`src/rtl/tip_pkg.sv`:
```
package tip_pkg;
    localparam int NUM_PRIO   = 8;
    localparam int PIDX_W     = $clog2(NUM_PRIO);
    localparam int PRIO_W     = 8;
    localparam int NUM_CTX    = 4;
    localparam int CTX_W      = $clog2(NUM_CTX);
    localparam int VIEW_W     = 2;
    localparam int RSEL_W     = 2;
    localparam int ADDR_W     = VIEW_W + CTX_W + RSEL_W;
    localparam int RD_W       = 2 * PRIO_W;
    localparam int NOTIFY_BIT = 7;
    localparam logic [PRIO_W-1:0] PRIO_NONE = '1;

    typedef enum logic [RSEL_W-1:0] {
        RS_CUR  = 2'd0,
        RS_STAT = 2'd1,
        RS_ACK  = 2'd2,
        RS_PEND = 2'd3
    } rsel_e;

    typedef struct packed {
        logic [VIEW_W-1:0] view;
        logic [CTX_W-1:0]  ctx;
        rsel_e             rsel;
    } acc_addr_t;

    // least privileged ring admitted by each context
    function automatic logic [VIEW_W-1:0] ring_limit(input logic [CTX_W-1:0] c);
        case (c)
            2'd0:    return 2'd1;
            2'd1:    return 2'd2;
            2'd2:    return 2'd3;
            default: return 2'd1;
        endcase
    endfunction

    function automatic logic view_ok(input logic [VIEW_W-1:0] v,
                                     input logic [CTX_W-1:0] c);
        return v <= ring_limit(c);
    endfunction
endpackage

```
`src/rtl/tip_prio_find.sv`:
```
module tip_prio_find
    import tip_pkg::*;
#(
    parameter int N = NUM_PRIO
) (
    input  logic [N-1:0]      pend,
    output logic [PRIO_W-1:0] pipr
);
    always_comb begin
        pipr = PRIO_NONE;
        for (int i = N - 1; i >= 0; i--) begin
            if (pend[i]) pipr = PRIO_W'(i);
        end
    end
endmodule

```
`src/rtl/tip_view_decode.sv`:
```
module tip_view_decode
    import tip_pkg::*;
(
    input  logic              acc_valid,
    input  logic              acc_write,
    input  logic [ADDR_W-1:0] acc_addr,
    output logic              allowed,
    output rsel_e             rsel,
    output logic [CTX_W-1:0]  ctx,
    output logic [NUM_CTX-1:0] cur_we,
    output logic [NUM_CTX-1:0] ack_rd
);
    acc_addr_t a;
    assign a       = acc_addr_t'(acc_addr);
    assign rsel    = a.rsel;
    assign ctx     = a.ctx;
    assign allowed = view_ok(a.view, a.ctx);

    for (genvar c = 0; c < NUM_CTX; c++) begin : g_strb
        logic hit;
        assign hit       = acc_valid && allowed && (a.ctx == CTX_W'(c));
        assign cur_we[c] = hit && acc_write && (a.rsel == RS_CUR);
        assign ack_rd[c] = hit && !acc_write && (a.rsel == RS_ACK);
    end
endmodule

```
`src/rtl/tip_context.sv`:
```
module tip_context
    import tip_pkg::*;
(
    input  logic                clk,
    input  logic                rst,
    input  logic                set_valid,
    input  logic [PIDX_W-1:0]   set_prio,
    input  logic                cur_we,
    input  logic [PRIO_W-1:0]   cur_wdata,
    input  logic                ack_rd,
    output logic [NUM_PRIO-1:0] pend,
    output logic [PRIO_W-1:0]   pipr,
    output logic [PRIO_W-1:0]   cppr,
    output logic                notify
);
    logic                ack_fire;
    logic [NUM_PRIO-1:0] clr_mask, set_mask;

    tip_prio_find #(.N(NUM_PRIO)) u_find (.pend(pend), .pipr(pipr));

    assign ack_fire = ack_rd && notify && (pend != '0);
    assign clr_mask = ack_fire ? (NUM_PRIO'(1) << pipr[PIDX_W-1:0]) : '0;
    assign set_mask = set_valid ? (NUM_PRIO'(1) << set_prio) : '0;

    always_ff @(posedge clk) begin
        if (rst) begin
            pend   <= '0;
            cppr   <= '0;
            notify <= 1'b0;
        end else begin
            pend   <= (pend & ~clr_mask) | set_mask;
            notify <= ack_fire ? 1'b0 : (pipr < cppr);
            if (ack_fire)    cppr <= pipr;
            else if (cur_we) cppr <= cur_wdata;
        end
    end

    p_empty_none_r2: assert property (@(posedge clk) disable iff (rst)
        (pend == '0) |-> (pipr == PRIO_NONE));
    p_rise_cmp_r3: assert property (@(posedge clk) disable iff (rst)
        $rose(notify) |-> $past(pipr < cppr));
    p_ack_drop_r5: assert property (@(posedge clk) disable iff (rst)
        ack_fire |=> !notify);
    p_ack_cppr_r5: assert property (@(posedge clk) disable iff (rst)
        ack_fire |=> (cppr == $past(pipr)));
    p_quiet_ack_r6: assert property (@(posedge clk) disable iff (rst)
        (ack_rd && !notify && !cur_we && !set_valid) |=> $stable(pend) && $stable(cppr));
endmodule

```
`src/rtl/tip_presenter.sv`:
```
module tip_presenter
    import tip_pkg::*;
(
    input  logic              clk,
    input  logic              rst,
    input  logic              pres_valid,
    input  logic [1:0]        pres_ctx,
    input  logic [2:0]        pres_prio,
    input  logic              acc_valid,
    input  logic              acc_write,
    input  logic [5:0]        acc_addr,
    input  logic [7:0]        acc_wdata,
    output logic              rd_valid,
    output logic [15:0]       rd_data,
    output logic [3:0]        irq_o
);
    logic                 allowed;
    rsel_e                rsel;
    logic [CTX_W-1:0]     ctx;
    logic [NUM_CTX-1:0]   cur_we, ack_rd;
    logic [NUM_PRIO-1:0]  pend_a [NUM_CTX];
    logic [PRIO_W-1:0]    pipr_a [NUM_CTX];
    logic [PRIO_W-1:0]    cppr_a [NUM_CTX];
    logic [NUM_CTX-1:0]   notify_a;

    tip_view_decode u_dec (
        .acc_valid (acc_valid),
        .acc_write (acc_write),
        .acc_addr  (acc_addr),
        .allowed   (allowed),
        .rsel      (rsel),
        .ctx       (ctx),
        .cur_we    (cur_we),
        .ack_rd    (ack_rd)
    );

    for (genvar c = 0; c < NUM_CTX; c++) begin : g_ctx
        tip_context u_ctx (
            .clk       (clk),
            .rst       (rst),
            .set_valid (pres_valid && (pres_ctx == CTX_W'(c))),
            .set_prio  (pres_prio),
            .cur_we    (cur_we[c]),
            .cur_wdata (acc_wdata),
            .ack_rd    (ack_rd[c]),
            .pend      (pend_a[c]),
            .pipr      (pipr_a[c]),
            .cppr      (cppr_a[c]),
            .notify    (notify_a[c])
        );
    end

    assign irq_o = notify_a;

    logic [PRIO_W-1:0] src_reg;
    logic [RD_W-1:0]   rd_next;
    always_comb begin
        src_reg = '0;
        src_reg[NOTIFY_BIT] = notify_a[ctx];
        case (rsel)
            RS_CUR:  rd_next = {{PRIO_W{1'b0}}, cppr_a[ctx]};
            RS_PEND: rd_next = RD_W'(pend_a[ctx]);
            default: rd_next = {src_reg, pipr_a[ctx]};
        endcase
    end

    always_ff @(posedge clk) begin
        if (rst) begin
            rd_valid <= 1'b0;
            rd_data  <= '0;
        end else begin
            rd_valid <= acc_valid && !acc_write;
            if (acc_valid && !acc_write) rd_data <= allowed ? rd_next : '0;
        end
    end

    p_denied_zero_r8: assert property (@(posedge clk) disable iff (rst)
        (acc_valid && !acc_write && !view_ok(acc_addr[5:4], acc_addr[3:2]))
        |=> (rd_valid && rd_data == '0));
    p_write_silent_r11: assert property (@(posedge clk) disable iff (rst)
        (acc_valid && acc_write) |=> !rd_valid);
    p_one_ack_r5: assert property (@(posedge clk) disable iff (rst)
        $onehot0(ack_rd));
endmodule

```
`config.mk`:
```
export PLATFORM = sky130hd
export DESIGN_NAME = tip_presenter
export DESIGN_NICKNAME = d
export VERILOG_FILES = /design/src/rtl/tip_pkg.sv /design/src/rtl/tip_prio_find.sv /design/src/rtl/tip_view_decode.sv /design/src/rtl/tip_context.sv /design/src/rtl/tip_presenter.sv
export SDC_FILE = /design/constraint.sdc
export NUM_CORES = 1
export LEC_CHECK = 0
export ABC_AREA = 1
export ABC_CLOCK_PERIOD_IN_PS = 3900
export BUFFER_PORTS_ARGS = -buffer_cell sky130_fd_sc_hd__buf_2
export CAP_MARGIN = 20
export CORE_MARGIN = 3
export CORE_UTILIZATION = 45
export DETAILED_ROUTE_END_ITERATION = 16
export PLACE_DENSITY = 0.63
export REMOVE_ABC_BUFFERS = 1
export SYNTH_ARGS = -nofsm -noshare
export SYNTH_HDL_FRONTEND = slang
export SYNTH_SLANG_ARGS = --single-unit
```
`constraint.sdc`:
```
create_clock -name clk -period 3.9 [get_ports clk]
set_input_delay 0.39 -clock clk [delete_from_list [all_inputs] [get_ports clk]]
set_output_delay 0.39 -clock clk [all_outputs]
set_load 0.03 [all_outputs]
```
== Word-level counts from Yosys, hierarchy flattened ==
Cells that the tools add are included.

* Flip-flop bits (word level): 85
* Input port bits: 24
* Logic and storage cells: 159

* Order comparisons: 7
* Equality and inequality tests: 8
* Shifts and indexed selects: 5
* Muxes and demuxes: 62
* Bitwise operators: 13
* Reductions and logical operators: 50

{| class="wikitable"
|+ Operator list
! operator !! count
|-
| 8-bit 2-to-1 mux || 54
|-
| 8-bit binary-select mux with 2-bit select || 3
|-
| 1-bit by 3-bit << shifter with 8-bit output (first input constant) || 5
|-
| 1-bit logical AND || 34
|-
| 8-bit bitwise AND || 4
|-
| 8-bit < comparator || 4
|-
| 8-bit NOT || 4
|-
| 8-bit bitwise OR || 4
|-
| 16-bit one-hot mux with 2 select lines || 1
|-
| 8-bit nonzero test || 4
|-
| 16-bit 2-to-1 mux || 1
|-
| 2-bit == test (second input constant) || 6
|-
| 2-bit nonzero test || 4
|-
| 2-bit OR reduction || 4
|-
| 2-bit logical NOT || 3
|-
| 2-bit by 1-bit == test with 1-bit output (second input constant) || 2
|-
| 2-bit one-hot mux with 2 select lines || 1
|-
| 3-bit >= comparator (second input constant) || 1
|-
| 2-bit by 3-bit < comparator with 1-bit output (second input constant) || 1
|-
| 2-bit NOT with 3-bit output || 1
|-
| 1-bit binary-select mux with 2-bit select || 1
|-
| 2-bit <= comparator || 1
|-
| 1-bit logical NOT || 1
|-
| 1-bit 2-to-1 mux || 1
|}

== Logic depth before layout (Yosys ltp) ==
Gate-level depths: netlist of the first run.

* Depth in word-level cells: 13
* Mapped depth: 18
* Gate-level depth less buffers: 17

== Cells and area by module ==
Synthesis of the first run repeated with hierarchy kept, for this count alone.

* Cell total of the unflattened synthesis: 1089
* Area, all modules: 6557.5 um2

{| class="wikitable"
|+ By module, submodules not included
! module !! times used !! cells each !! area an instance (um2)
|-
| tip_context || 4 || 163 || 1046.0
|-
| tip_presenter || 1 || 314 || 1614.0
|-
| tip_prio_find || 4 || 21 || 125.1
|-
| tip_view_decode || 1 || 39 || 259.0
|}

== Worst setup path before layout of the first run ==
No wires, ideal clock.

* Path type: input -> register
* From: input acc_addr[3]
* To: register g_ctx[0].u_ctx.cppr[2]
* Library setup time: 0.128 ns
* Data arrival time: 2.293 ns
* Slack: 1.479 ns
* Stages on the path: 15
* Path through: inv_1 -> buf_1 -> ha_1 -> inv_1 -> ha_1 -> nand2_1 -> nand2_1 -> nand2_1 -> nand2_2 -> nor2_4 -> nand2_1 -> nand2_4 -> nor2_1 -> nor3_1 -> nor2_1

* Cells in the longest elaborated chain, start to end: 10

{| class="wikitable"
|+ Ends and longest elaborated chain
! element !! line !! source
|-
| from (decl) || tip_presenter.sv:11 || <nowiki>input logic [5:0] acc_addr,</nowiki>
|-
| 2-bit == test or 2-bit by 1-bit == test with 1-bit output (tied branches) || tip_pkg.sv:29 || <nowiki>case (c)</nowiki>
|-
| 2-bit one-hot mux with 2 select lines || tip_pkg.sv:29 ||
|-
| 2-bit <= comparator || tip_pkg.sv:39 || <nowiki>return v <= ring_limit(c);</nowiki>
|-
| 1-bit logical AND || tip_view_decode.sv:21 || <nowiki>assign hit = acc_valid && allowed && (a.ctx == CTX_W'(c));</nowiki>
|-
| 1-bit logical AND * || tip_view_decode.sv:21 ||
|-
| 1-bit logical AND (2 in series) || tip_view_decode.sv:23 || <nowiki>assign ack_rd[c] = hit && !acc_write && (a.rsel == RS_ACK);</nowiki>
|-
| 1-bit logical AND (2 in series) || tip_context.sv:21 || <nowiki>assign ack_fire = ack_rd && notify && (pend != '0);</nowiki>
|-
| 8-bit 2-to-1 mux or 2-bit nonzero test (tied branches) || n/a ||
|-
| to (signal assigned) || tip_context.sv:33 || <nowiki>if (ack_fire) cppr <= pipr;</nowiki>
|-
| to (signal assigned) || tip_context.sv:34 || <nowiki>else if (cur_we) cppr <= cur_wdata;</nowiki>
|-
| to (decl) || tip_context.sv:13 || <nowiki>output logic [PRIO_W-1:0] cppr,</nowiki>
|}

Mark *: on every way between the ends. The rest lies on a longest branch, timed or not.
A chain may end at the register's enable or synchronous reset.

== Final worst setup path of the first run ==
* From: input acc_addr[3]
* To: register g_ctx[1].u_ctx.cppr[2]

* Cells in the longest elaborated chain, start to end: 10

{| class="wikitable"
|+ Ends and longest elaborated chain
! element !! line
|-
| 2-bit == test or 2-bit by 1-bit == test with 1-bit output (tied branches) || tip_pkg.sv:29, tip_view_decode.sv:21
|-
| 2-bit one-hot mux with 2 select lines || tip_pkg.sv:29
|-
| 2-bit <= comparator || tip_pkg.sv:39
|-
| 1-bit logical AND || tip_view_decode.sv:21
|-
| 1-bit logical AND * || tip_view_decode.sv:21
|-
| 1-bit logical AND (2 in series) || tip_view_decode.sv:23
|-
| 1-bit logical AND (2 in series) || tip_context.sv:21
|-
| 8-bit 2-to-1 mux or 2-bit nonzero test (tied branches) || n/a
|-
| to (signal assigned) || tip_context.sv:33
|-
| to (signal assigned) || tip_context.sv:34
|-
| to (decl) || tip_context.sv:13
|}

Marked as above.

==> results of run 1 <==
critical path: cells and delay by family:
| family | cells | cell delay (ps) |
|---|---|---|
| AOI/OAI and AO/OA | 1 | 180 |
| adders and majority gates | 2 | 400 |
| buffers and inverters | 7 | 1170 |
| and+or+nand+nor | 6 | 710 |
cell usage in the layout (no fill, tap or decap), drive strengths merged:
cell type,instances
a21oi,99
inv,129
conb,7
ha,30
clkinv,6
nor2,59
clkbuf,12
bufinv,1
o221ai,1
o21bai,1
dfxtp,78
nand3,42
o22ai,2
a31oi,3
o211ai,7
a21boi,3
a211oi,6
buf,41
xor2,1
nand4,7
o21ai,86
nand2,222
o21a,1
nor3,19
o32ai,1
layer usage:
layer	up-vias	global-route usage (%)
met3	29	5.526
li1	2743	-
met4	0	7.590
met1	2472	33.68
met2	181	42.48
met5	-	0
sequential cells by signal, summed over array words and instances (netlist names):
name and cells:
g_ctx.u_ctx.cppr 32, g_ctx.u_ctx.notify 4, g_ctx.u_ctx.pend 32, rd_data 9, rd_valid 1
metrics by stage:
step,total power (µW),hold WS (ps)
2_1_floorplan,1042,432.9
3_3_place_gp,1151,452.6
3_5_place_dp,1156,457.1
4_1_cts,2021,352.5
5_1_grt,2102,369.7
6_report,2010,355.6
final timing paths:
path	from	to	slack (ps)	cells past startpoint
setup reg to reg	g_ctx[0].u_ctx.pend[3]$_SDFF_PP0_	g_ctx[0].u_ctx.notify$_SDFF_PP0_	2000	9
hold reg to reg	rd_data[3]$_SDFFE_PP0P_	rd_data[3]$_SDFFE_PP0P_	460	2
hold / removal	acc_wdata[5]	g_ctx[2].u_ctx.cppr[5]$_SDFFE_PP0P_	360	3
setup / recovery	acc_addr[3]	g_ctx[1].u_ctx.cppr[2]$_SDFFE_PP0P_	1280	16
area by class of cell:
class	count	area, µm²	area share [%]
Clock buffer	12	256.5	4.350
Tap cell	143	178.9	3.034
Inverter	132	499.2	8.466
Clock inverter	4	45.04	0.7638
Sequential cell	78	1562	26.48
Timing Repair Buffer	41	215.2	3.649
Multi-Input combinational cell	597	3141	53.26
power by group through the flow:
stage          clock [µW]  sequential [µW]  combinational, µW
5_1_grt               918              825                360
2_1_floorplan           0              854                188
4_1_cts               881              823                317
3_3_place_gp            0              840                311
6_report              867              823                319
3_5_place_dp            0              841                315
cells by family (layout without fill, tap and decap cells):
family,count (synthesis),after routing
AO/OA/AOI/OAI,210,210
XOR/XNOR,1,1
adder cells (fa/ha/maj),30,30
buffers and inverters,166,189
flip-flops,78,78
other,1,7
AND/OR/NAND/NOR,349,349
==> metrics.md, run 1 <==
| Metric | Value |
|---|---|
| Port buffer count | 37 |
| Setup TNS | 0 ps |
| Crit path required time | 4140 ps |
| Fin nets | 913 |
| First-pass GRT wire length | 26570 µm |
| Area Growth Syn to Fin | 9.758% |
| Global Route Usage Sum | 25.69% |
| Share of the synthesized area in the top cell type | 29.06% |
| Post-synthesis mux area share | 0% |
| Antenna Cells | 0 |
| Cells after Synth | 835 |
| Fmax achieved | 0.3819 GHz |
| Post_cts resized | 0 |
| Max Buffers Root-to-Sink | 2 |
| Ys flop type | dfxtp_1 |
| Sequential power share | 41.0% |
| Post-DP Area | 5595 µm² |
| Final Max Tran Viols | 0 |
| Yosys warns | 0 |
| VDD IR max | 0.2576 mV |
| Die X | 115.3 µm |
| DR pass1 iterations | 5 |
| Critical Path, Cell by Cell | buf_2 -> inv_1 -> buf_4 -> ha_1 -> inv_1 -> ha_1 -> nand2_1 -> nand2_1 -> nand2_2 -> inv_1 -> nand2_1 -> clkinv_1 -> nand2_2 -> inv_1 -> o21ai_0 -> nor2_1 |
| HPWL after detailed placement | 12460 µm |
| Clock Pin Slew Worst Setup and Hold Paths | 60 ps |
| M1 wire length | 7421 µm |
| Outcome | finished clean |
| Core area | 11560 µm² |
| Max cap viols | 0 |
| Main area contributors after synthesis | dfxtp_1 (29%), nand2_1 (15%), a21oi_1 (9.2%), inv_1 (8.6%), o21ai_0 (7.1%) |
| Distinct cells, synth | 42 |
| Clk_lat worst skew | 350 ps |
| GR Overflow Total | 0 |
| Register bit count reported by yosys | 78 |
| FP Rows | 39 |
| Most frequent CP cell | inv_1 |
| Seq/Total Area, Yosys | 29.06% |
| Combinational share of power | 15.9% |
| WL met3 | 812 µm |
| DP Cell Count | 991 |
| Setup WS pre-CTS | 960.2 ps |
| Non-filler cells, final | 1007 |
| Hold buffers post-CTS | 0 |
| Final WS setup | 1282 ps |
| Final min period | 2618 ps |
| Avg Inst Size Synth | 6.434 µm² |
| Antenna-violating nets left | 0 |
| DIE AREA | 13290 µm² |
| Final setup vio count | 0 |
| Clock skew | 3.076 ps |
| Initial DRC count | 438 |
| WL met2 | 7609 µm |
| Sink Count | 78 |
| Int Power | 1433 µW |
| Max stage delay on crit path | 470 ps |
| Num CTS Buffers | 9 |
| Clock power share | 43.1% |
| XOR/XNOR Fraction of Synth Area | 0.1630% |
| Fill cells | 1207 |
| RSZ-0062 raised after global routing | no |
| Largest family of logic cells by synthesized area | simple AND/OR/NAND/NOR gates |
| Top Ports | 45 |
| Final worst-path cycle share | 67.14% |
| Via/cell ratio | 5.387 |
| Simple logic cell fraction of the synthesized area | 29.67% |
| Mean routed wirelength per cell | 16.09 µm |
| Hold Fails Final Rpt | 0 |
| Starting Density | 46.46% |
| Synthesized area | 5373 µm² |
| Fraction of registers with async set or reset after synthesis | 0% |
| Worst setup SP type | primary input |
| Vias in the first global route | 5205 |
| DRC viols | 0 |
| Final GP Congestion | 0.9059 |
| PwrDens | 340.9 nW/µm² |
| Setup repair bufs after CTS | 0 |
| Net Switching | 576.9 µW |
| Antenna violations before repair | 0 |
| Post-Synth Adder-Cell Area | 6.986% |
| Top Layer Used | met4 |
| Commonest cells post-synth | nand2_1 (209), inv_1 (123), a21oi_1 (99) |
| Via count of the routed design | 5425 |
| Crit path kind | in2reg |
| Leakage Power | 0.002539 µW |
| Endpoint kind of the worst setup timing path | flop |
| Root Driver | clkbuf_16 |
| Final instance area | 5897 µm² |
| CTS tree | yes |
| Slew @ Worst Pin | 925.7 ps |
| End-of-flow core utilization | 50.99% |
| Yosys top cell by area | dfxtp_1 |
| H-tree Lvls | 3 |
| Total Wirelength | 16210 µm |
| Slowest cell on crit path | buf_2 |
| Fraction of layout cells with a size suffix above 1 | 11.81% |
| Switching Share | 28.70% |
| Pin count of the biggest net entering global routing | 58 |
| Max_slew headroom | 37.81% |
| Count leader, synth | nand2_1 |
| CP arrival | 2860 ps |
| EDFF count, synth | 0 |
| Die H | 115.3 µm |
| HP Class | in2reg |
| Largest fanout on the critical path | 31 |
| Synth Area in Compound Gates | 21.15% |
Note: power is estimated with default switching activity, not from simulation.
==> inputs of run 2 (changes only) <==
Settings changed: ABC_CLOCK_PERIOD_IN_PS 3900 to 2400, PLACE_DENSITY 0.63 to 0.65.
Clock period 3.9 ns to 2.4 ns, I/O delays scaled along.
==> metrics.md, run 2 (synthesis results as in run 1) <==
| Metric | Value |
|---|---|
| Outcome | finished clean |
| Root Driver | clkbuf_16 |
| Vias in the first global route | 4800 (-7.8%) |
| Multi-input gate area | 3141 µm² (unchanged) |
| DP Cell Count | 1009 (+1.8%) |
| Setup repair bufs after CTS | 0 (unchanged) |
| Fill cells | 1209 (+0.17%) |
| Hold buffers post-CTS | 0 (unchanged) |
| Worst setup SP type | flop |
| Max cap viols | 0 (unchanged) |
| Clock skew | 4.736 ps (+1.660 ps) |
| Slew @ Worst Pin | 763.1 ps (-162.6 ps) |
| VDD IR max | 0.3541 mV (+37%) |
| Max stage delay on crit path | 430 ps (-40 ps) |
| Port buffer count | 37 (unchanged) |
| Post_cts resized | 0 (unchanged) |
| GR Overflow Total | 0 (unchanged) |
| Sink Count | 78 (unchanged) |
| Endpoint kind of the worst setup timing path | flop |
| Top Ports | 45 (unchanged) |
| Area Growth Syn to Fin | 12.46% |
| Sequential cell area | 1562 µm² (unchanged) |
| Leakage Power | 0.002632 µW (+3.7%) |
| Initial DRC count | 471 (+7.5%) |
| Clock Pin Slew Worst Setup and Hold Paths | 60 ps (about the same) |
| Fmax achieved | 0.5272 GHz |
| Fin nets | 931 (+2.0%) |
| Reg2Reg Setup Slack | 500 ps (-1500 ps) |
| Antenna-violating nets left | 0 (unchanged) |
| Starting Density | 46.46% (unchanged) |
| Crit path required time | 2680 ps (-1460 ps) |
| DRC viols | 0 (unchanged) |
| FP Rows | 39 (unchanged) |
| Critical Path, Cell by Cell | nor2_2 -> nand2_2 -> nor3_4 -> ha_1 -> inv_1 -> nor2_1 -> o21ai_0 -> nand2_1 -> a21oi_1 |
| Via/cell ratio | 5.187 (-3.7%) |
| Via count of the routed design | 5317 (-2.0%) |
| End-of-flow core utilization | 52.24% (+1.3 points) |
| Die X | 115.3 µm (unchanged) |
| Hold Fails Final Rpt | 0 (unchanged) |
| Num CTS Buffers | 9 (unchanged) |
| Setup TNS | 0 ps (unchanged) |
| Antenna Cells | 0 (unchanged) |
| DR pass1 iterations | 5 (unchanged) |
| Crit path kind | reg2reg |
| Non-filler cells, final | 1025 (+1.8%) |
| Critical path's top delay family | simple AND/OR/NAND/NOR gates |
| Max Buffers Root-to-Sink | 2 (unchanged) |
| Commonest cells after routing, fill and taps aside | nand2_1 (209), inv_1 (123), a21oi_1 (99), dfxtp_1 (78), o21ai_0 (76) |
| Global Route Usage Sum | 24.35% (-1.3 points) |
| Slowest cell on crit path | nor3_4 |
| Commonest non-fill, non-tap cell in the layout | nand2_1 |
| Regs by FF count | g_ctx.u_ctx.cppr x32, g_ctx.u_ctx.pend x32, rd_data x9 |
| Final min period | 1897 ps |
| Die H | 115.3 µm (unchanged) |
| Max_slew headroom | 48.74% (+11 points) |
| First-pass GRT wire length | 24910 µm (-6.3%) |
| Final Max Tran Viols | 0 (unchanged) |
| RSZ-0062 raised after global routing | no |
| Largest fanout on the critical path | 9 (-71%) |
| Worst Path Buf+Inv | 1 (-6) |
| Final worst-path cycle share | 79.04% |
| Hold WS | 203.8 ps (-151.7 ps) |
| Fraction of layout cells with a size suffix above 1 | 13.72% (+1.9 points) |
| Final GP Congestion | 0.8903 (-1.7%) |
| Final setup vio count | 0 (unchanged) |
| H-tree Lvls | 3 (unchanged) |
| CP arrival | 2180 ps (-680 ps) |
| PwrDens | 530.3 nW/µm² (+56%) |
| DIE AREA | 13290 µm² (unchanged) |
| CTS tree | yes |
| Antenna violations before repair | 0 (unchanged) |
| Mean routed wirelength per cell | 15.10 µm (-6.2%) |
| Clk_lat worst skew | 350 ps (about the same) |
| Core area | 11560 µm² (unchanged) |
| Total Wirelength | 15480 µm (-4.5%) |
| Pin count of the biggest net entering global routing | 58 (unchanged) |
| HPWL after detailed placement | 11780 µm (-5.5%) |
| HP Class | in2reg |
## run 2: stage by stage
step | total power, µW | setup slack (ps) | cell area (µm²)
6_report | 3204 | 503.1 | 6042
3_3_place_gp | 1885 | 217.6 | 5756
3_5_place_dp | 1888 | 186.5 | 5756
4_1_cts | 3220 | 547.2 | 6042
2_1_floorplan | 1693 | 48.93 | 5201
5_1_grt | 3341 | 277.7 | 6042
## run 2: worst paths after layout
| check | start | end | cells past startpoint |
|---|---|---|---|
| max reg2reg | g_ctx[0].u_ctx.pend[3]$_SDFF_PP0_ | g_ctx[0].u_ctx.notify$_SDFF_PP0_ | 9 |
| min reg2reg | rd_data[15]$_SDFFE_PP0P_ | rd_data[15]$_SDFFE_PP0P_ | 2 |
| max | g_ctx[0].u_ctx.pend[3]$_SDFF_PP0_ | g_ctx[0].u_ctx.notify$_SDFF_PP0_ | 9 |
| min | acc_wdata[2] | g_ctx[1].u_ctx.cppr[2]$_SDFFE_PP0P_ | 3 |
## run 2: final cells by class
cell class | instances | share of cell area (%)
clock buffer | 12 | 4.411
clock inverter | 4 | 0.3313
inverter | 132 | 8.263
multi-input combinational | 597 | 51.98
sequential | 78 | 25.84
tap | 143 | 2.961
timing repair buffer | 59 | 6.212
## run 2: tightest hold or removal path: stages
cell and delay [ps]:
buf_2 140, a21oi_1 70, nor2_1 70
## run 2: layer usage
layer  part of all wire (%)  up-vias  track usage, %  wire length (µm)
met5                      0        -               0                 0
met4                    1.9        0           7.121               295
met3                    4.2       23           4.842               657
met2                     46      133           39.58              7117
met1                     48     2380           32.77              7409
li1                       -     2781               -                 -
## run 2: report_power, final
part	internal [µW]	leakage, µW	switching (µW)
Combinational	162	0.00185	366
Clock	778	0.000148	561
Sequential	1320	0.000630	16.6
Total	2260	0.00263	944
